$ cat config.mk
export PLATFORM = sky130hd
export DESIGN_NAME = mcast_irq_state
export DESIGN_NICKNAME = d
export VERILOG_FILES = /design/src/rtl/mcast_irq_pkg.sv /design/src/rtl/mcast_irq_mode.sv /design/src/rtl/mcast_irq_common_bit.sv /design/src/rtl/mcast_irq_core_bank.sv /design/src/rtl/mcast_irq_state.sv
export SDC_FILE = /design/constraint.sdc
export NUM_CORES = 1
export LEC_CHECK = 0
export ABC_CLOCK_PERIOD_IN_PS = 2000
export BUFFER_PORTS_ARGS = -buffer_cell sky130_fd_sc_hd__buf_2
export CORE_MARGIN = 2
export CORE_UTILIZATION = 35
export CTS_CLUSTER_SIZE = 12
export DETAILED_ROUTE_END_ITERATION = 8
export PLACE_DENSITY_LB_ADDON = 0.12
export RECOVER_POWER = 50
export SLEW_MARGIN = 40
export SYNTH_ARGS = -nofsm -noshare
export SYNTH_HDL_FRONTEND = slang
export SYNTH_SLANG_ARGS = --single-unit
$ cat constraint.sdc
create_clock -name clk -period 2 [get_ports clk]
set_input_delay 0 -clock clk [delete_from_list [all_inputs] [get_ports clk]]
set_output_delay 0 -clock clk [all_outputs]
set_load 0.01 [all_outputs]
$ cat src/rtl/mcast_irq_pkg.sv
package mcast_irq_pkg;

   // Per-pin operating mode, derived from enable, type and the multicast switch
   typedef enum logic [1:0] {
      PM_IDLE         = 2'd0,  // not an enabled edge source: writes ignored
      PM_EDGE_RO      = 2'd1,  // edge source, multicast off: summary read-only
      PM_EDGE_SHARED  = 2'd2,  // edge source outside window, multicast on
      PM_EDGE_PERCORE = 2'd3   // window pin, multicast on: per-core copies live
   } pin_mode_e;

   function automatic bit in_mc_window(input int pin, input int lo, input int hi);
      return (pin >= lo) && (pin <= hi);
   endfunction

   function automatic int idx_width(input int n);
      return (n > 1) ? $clog2(n) : 1;
   endfunction

endpackage

$ cat src/rtl/mcast_irq_mode.sv
module mcast_irq_mode
   import mcast_irq_pkg::*;
#(
   parameter bit HAS_COPIES = 1'b0
) (
   input  logic      irq_en,
   input  logic      irq_edge,
   input  logic      mc_on,
   output pin_mode_e mode
);

   always_comb begin
      if (!(irq_en && irq_edge)) begin
         mode = PM_IDLE;
      end else if (!mc_on) begin
         mode = PM_EDGE_RO;
      end else if (HAS_COPIES) begin
         mode = PM_EDGE_PERCORE;
      end else begin
         mode = PM_EDGE_SHARED;
      end
   end

endmodule

$ cat src/rtl/mcast_irq_common_bit.sv
module mcast_irq_common_bit
   import mcast_irq_pkg::*;
(
   input  logic      clk,
   input  logic      rst_n,
   input  pin_mode_e mode,
   input  logic      evt,
   input  logic      gclr,
   input  logic      core_hit,
   input  logic      com_hit,
   output logic      pend
);

   logic set_now;
   logic clr_now;

   assign set_now = evt && (mode != PM_IDLE);

   always_comb begin
      unique case (mode)
         PM_EDGE_SHARED:  clr_now = gclr || core_hit || com_hit;
         PM_EDGE_PERCORE: clr_now = gclr || com_hit;
         default:         clr_now = gclr;
      endcase
   end

   // a fresh event outranks every clear in the same cycle
   always_ff @(posedge clk or negedge rst_n) begin
      if (!rst_n) begin
         pend <= 1'b0;
      end else if (set_now) begin
         pend <= 1'b1;
      end else if (clr_now) begin
         pend <= 1'b0;
      end
   end

endmodule

$ cat src/rtl/mcast_irq_core_bank.sv
module mcast_irq_core_bank
   import mcast_irq_pkg::*;
#(
   parameter int NUM_CORES = 8
) (
   input  logic                 clk,
   input  logic                 rst_n,
   input  pin_mode_e            mode,
   input  logic                 evt,
   input  logic                 gclr,
   input  logic [NUM_CORES-1:0] core_sel,
   output logic [NUM_CORES-1:0] copies
);

   logic set_now;
   logic own_ok;

   assign set_now = evt && (mode != PM_IDLE);
   assign own_ok  = (mode == PM_EDGE_PERCORE);

   for (genvar c = 0; c < NUM_CORES; c++) begin : g_copy
      always_ff @(posedge clk or negedge rst_n) begin
         if (!rst_n) begin
            copies[c] <= 1'b0;
         end else if (set_now) begin
            copies[c] <= 1'b1;
         end else if (gclr || (own_ok && core_sel[c])) begin
            copies[c] <= 1'b0;
         end
      end
   end

endmodule

$ cat src/rtl/mcast_irq_state.sv
module mcast_irq_state
   import mcast_irq_pkg::*;
#(
   parameter int NUM_PINS  = 16,
   parameter int NUM_CORES = 8,
   parameter int MC_LO     = 4,
   parameter int MC_HI     = 7,
   localparam int CORE_W   = idx_width(NUM_CORES),
   localparam int VIEW_W   = NUM_CORES * NUM_PINS
) (
   input  logic                clk,
   input  logic                rst_n,
   input  logic                mc_en,
   input  logic [NUM_PINS-1:0] int_en,
   input  logic [NUM_PINS-1:0] int_edge,
   input  logic [NUM_PINS-1:0] edge_evt,
   input  logic                core_wr_vld,
   input  logic [CORE_W-1:0]   core_wr_idx,
   input  logic [NUM_PINS-1:0] core_wr_mask,
   input  logic                com_wr_vld,
   input  logic [NUM_PINS-1:0] com_wr_mask,
   input  logic [NUM_PINS-1:0] gclr_mask,
   output logic [NUM_PINS-1:0] com_pend,
   output logic [VIEW_W-1:0]   core_pend
);

   // elaboration-time parameter checks
   if (NUM_PINS < 1) begin : g_bad_pins
      $error("mcast_irq_state: NUM_PINS must be at least 1");
   end
   if (NUM_CORES < 1) begin : g_bad_cores
      $error("mcast_irq_state: NUM_CORES must be at least 1");
   end
   if ((MC_LO < 0) || (MC_HI < MC_LO) || (MC_HI >= NUM_PINS)) begin : g_bad_window
      $error("mcast_irq_state: multicast window out of range");
   end

   // one-hot decode of the writing core; out-of-range indices select nobody
   logic [NUM_CORES-1:0] wr_onehot;
   for (genvar c = 0; c < NUM_CORES; c++) begin : g_dec
      assign wr_onehot[c] = core_wr_vld && (core_wr_idx == CORE_W'(c));
   end

   for (genvar p = 0; p < NUM_PINS; p++) begin : g_pin
      localparam bit IS_MC = in_mc_window(p, MC_LO, MC_HI);

      pin_mode_e            mode;
      logic [NUM_CORES-1:0] sel;
      logic                 core_hit;
      logic                 com_hit;

      assign sel      = wr_onehot & {NUM_CORES{core_wr_mask[p]}};
      assign core_hit = |sel;
      assign com_hit  = com_wr_vld && com_wr_mask[p];

      mcast_irq_mode #(.HAS_COPIES(IS_MC)) mode_i (
         .irq_en   (int_en[p]),
         .irq_edge (int_edge[p]),
         .mc_on    (mc_en),
         .mode     (mode)
      );

      mcast_irq_common_bit com_i (
         .clk      (clk),
         .rst_n    (rst_n),
         .mode     (mode),
         .evt      (edge_evt[p]),
         .gclr     (gclr_mask[p]),
         .core_hit (core_hit),
         .com_hit  (com_hit),
         .pend     (com_pend[p])
      );

      if (IS_MC) begin : g_copies
         logic [NUM_CORES-1:0] copies;

         mcast_irq_core_bank #(.NUM_CORES(NUM_CORES)) bank_i (
            .clk      (clk),
            .rst_n    (rst_n),
            .mode     (mode),
            .evt      (edge_evt[p]),
            .gclr     (gclr_mask[p]),
            .core_sel (sel),
            .copies   (copies)
         );

         for (genvar c = 0; c < NUM_CORES; c++) begin : g_view
            assign core_pend[c*NUM_PINS + p] =
               (mode == PM_EDGE_PERCORE) ? copies[c] : com_pend[p];
         end
      end else begin : g_shared
         for (genvar c = 0; c < NUM_CORES; c++) begin : g_view
            assign core_pend[c*NUM_PINS + p] = com_pend[p];
         end
      end
   end

endmodule

==> metrics.md <==
| Metric | Value |
|---|---|
| Fin crit share | `a little under nine tenths` |
| Delay of the slowest critical-path stage | `0.75 ns` |
| Number of hold buffers added after cts | `26` |
| Sequential-to-total area share from yosys stat | `34.8%` |
| Layout Cell Area excl Fill | `4290 um^2` |
| Height of the chip | `103 um` |
| Cell at the slowest stage of the critical path | `clkbuf_1` |
| FF-to-FF Start | `g_pin[13].com_i.pend` |
| Worst setup path startpoint | `core_wr_vld` |
| Gpl congestion | `0.781` |
| Horiz. Die Dim | `103 um` |
| Chain of cells forming the critical path | `clkbuf_1 -> a22o_1 -> nand4_1 -> a32o_1 -> dlygate4sd3_1` |
| Worst setup slack after layout | `0.277 ns` |
| Number of diodes | `0` |
| Overall die area | `10,700 um^2` |
| Count of cells resized by post-cts repair | `0` |
| Met3 routed wirelength | `550 um` |
| Signal arrival time at the worst endpoint | `roughly 1.9 ns` |
| Cell count after synthesis | `418` |
| Worst path buffer plus inverter count | `2` |
| Vias after detailed routing | `3,290` |
| Setup bufs post-CTS | `0` |
| Clock buffer count from CTS | `5` |
| Clk_lat worst skew | `0.30 ns` |
| Count of clock tree sinks | `48` |
| Worst Tran Pin Value | `roughly 1.2 ns` |
| Overall track demand over capacity in global routing | `17.5%` |
| Leakage power figure | `2.46 nW` |
| Routed wire length on met2 | `~5300 um` |
| Effective utilization at floorplan | `a little over a third` |
| Number of maximum-capacitance violations | `0` |
| Element type at the critical path end | `flip-flop` |
| Top layer reached by signal wires | `met4` |
| Routed Wire Length | `9970 um` |
| Number of global-route vias before repair | `2,923` |
| Number of setup violations in the final report | `0` |
| Global-route wire length before repair | `14,300 um` |
| Count of nets left with antenna violations after detail routing | `0` |
| Relative area change from synthesis to final layout | `24.2%` |
| Cell row count | `36` |
| Nets@finish | `678` |
| Max H-tree Level | `2` |
| Hold slack | `0.0124 ns` |
| Placed Area | `3950 um^2` |
| Met1 wire length | `between 3000 and 4000 um` |
| R2R Setup Slk | `0.46 ns` |
| Minimum setup slack after placement | `0.600 ns` |
| Worst path required time | `approximately 2.2 ns` |
| Total instance count after detailed placement | `between 600 and 700` |
| Power per cell area | `627 nW/um^2` |
| Pwr Total | `2.69 mW` |
| Non-Filler Instances | `approximately 710` |
| Number of antenna violations at the first check in global routing | `0` |
| Pin count of the biggest net entering global routing | `approximately 50` |
| Root cell of the clock tree | `clkbuf_8` |
| Final total negative setup slack | `0 ns` |
| RSZ-0062 raised after global routing | `no` |
| Total number of yosys warnings | `0` |
| Per-cell via count in the routed design | `between 4 and 5` |
| Worst hold path class | `in -> reg` |
| Number of I/O port buffers | `247` |
| Setup skew after layout | `0 ns` |
| Hold Vio Cnt, Final | `0` |
| Detail Placement HPWL | `7490 um` |
| Buffers from clock root to sink, at most | `2` |
| Mapped Area | `between 3000 and 4000 um^2` |
| Flops & latches, synth | `48` |
| Clock period minus final worst setup slack | `roughly 1.7 ns` |
| Maximum VDD drop | `0.311 mV` |
| Count of cell types in the netlist | `20` |
| Detailed-routing iteration count for the pre-antenna-repair pass | `4` |
| Number of violations reported at the end of detailed-routing iteration 0 | `88` |
| Fraction of layout instances using a drive strength above 1 | `a little under two fifths` |
| Worst relative slew slack | `17.5%` |
| Num ports | `approximately 250` |
| Clock tree from TritonCTS | `yes` |
| Status | `finished clean` |
| Start point of the worst hold path | `com_wr_mask[7]` |
| Placeable Area | `9680 um^2` |
| Net Count, Synth | `522` |
| Family of cells with the greatest summed delay on the critical path | `buffers and inverters` |
| Post-layout utilization of the core | `44.3%` |
| Clock transition time at the flip-flop clock pins of the worst setup and hold paths | `0.09 ns` |
| Average detailed-routed wire length per instance | `14.1 um` |
| Type of element launching the critical path | `input pin` |
| Final max-slew violation count | `0` |
| Post-Syn Area per Cell | `8.26 um^2` |
| Leftover overflow at the end of global routing | `0` |
| Largest fanout on the critical path | `20` |
| Timing-limited maximum frequency | `0.580 GHz` |
| Critical path class | `in -> reg` |
| Remaining routing DRC violations | `0` |
final timing paths:
check | endpoint | depth (start not counted)
max in group asynchronous | g_pin[10].com_i.pend | 3
min reg2reg | g_pin[4].g_copies.bank_i.copies[1] | 3
max | g_pin[9].com_i.pend | 5
min | g_pin[7].com_i.pend | 3
max reg2reg | g_pin[13].com_i.pend | 3
min in group asynchronous | g_pin[7].g_copies.bank_i.copies[5] | 3
worst register-to-register path, stage by stage, from the launching register on:
cell and delay [ns]:
dfrtp_1 0.49, nor2b_1 0.19, a32o_1 0.20, dlygate4sd3_1 0.55
kinds of logic after synthesis:
kind of cell	after synthesis	share of synthesized area (%)
simple gates	180	26.1
buf+inv	130	26.8
compound gates	60	12.3
flops	48	34.8
cells in the final DEF, fill, tap and decap left out:
cell type      netlist  final
nand4b_1             3      3
dlygate4sd3_1        0     27
clkbuf_8             0      5
o21ai_1              7      2
nor2b_1             44     44
nand4bb_1            3      3
or4b_1               0      1
buf_2               11    203
a311o_1              4      4
dfrtp_1             48     48
nand4_1             17     17
nand2_1            100    100
a32o_1              12     12
nand2b_1             4      4
o21ai_0             25     30
bufinv_16            0      2
inv_1                4      4
nand3_1              4      4
clkbuf_2             1      1
clkbuf_1             1     44
a22o_1              12     12
and3_1               4      4
power by group:
part | switching (mW) | internal (mW) | leakage (nW)
combinational | 0.399 | 0.348 | 1.77
clock | 0.331 | 0.492 | 0.0642
sequential | 0.0745 | 1.04 | 0.626
layout make-up:
type                       count  area, um^2
sequential                    48        1200
multi-input combinational    240        1320
inverter                       4        15.0
tap                          133         166
fill                        1040        5390
timing repair buffer         275        1460
clock buffer                   5        68.8
clock inverter                 2        60.1
state kept, by name, summed over array words and instances (netlist names):
register / count
g_pin.g_copies.bank_i.copies: 32
g_pin.com_i.pend: 16
cells in the mapped netlist (all sizes together):
| cell | n | area, um^2 |
|---|---|---|
| nand4b | 3 | 26.3 |
| a32o | 12 | 120 |
| nor2b | 44 | 275 |
| buf | 124 | 903 |
| a311o | 4 | 40.0 |
| or4b | 1 | 13.8 |
| nand4 | 17 | 106 |
| dfrtp | 48 | 1200 |
| inv | 4 | 15.0 |
| clkbuf | 2 | 8.75 |
| and3 | 4 | 25.0 |
| o21ai | 32 | 160 |
| a22o | 12 | 105 |
| nand4bb | 3 | 33.8 |
| nand2 | 100 | 375 |
| nand2b | 4 | 25.0 |
| nand3 | 4 | 20.0 |
per-layer routing:
| metal | vias to the layer above | global-route usage [%] |
|---|---|---|
| met5 | - | 0 |
| met4 | 0 | 3.74 |
| met3 | 9 | 3.16 |
| met2 | 119 | 32.9 |
| met1 | 1559 | 20.8 |
| li1 | 1603 | - |
(Power assumes the default switching activity.)
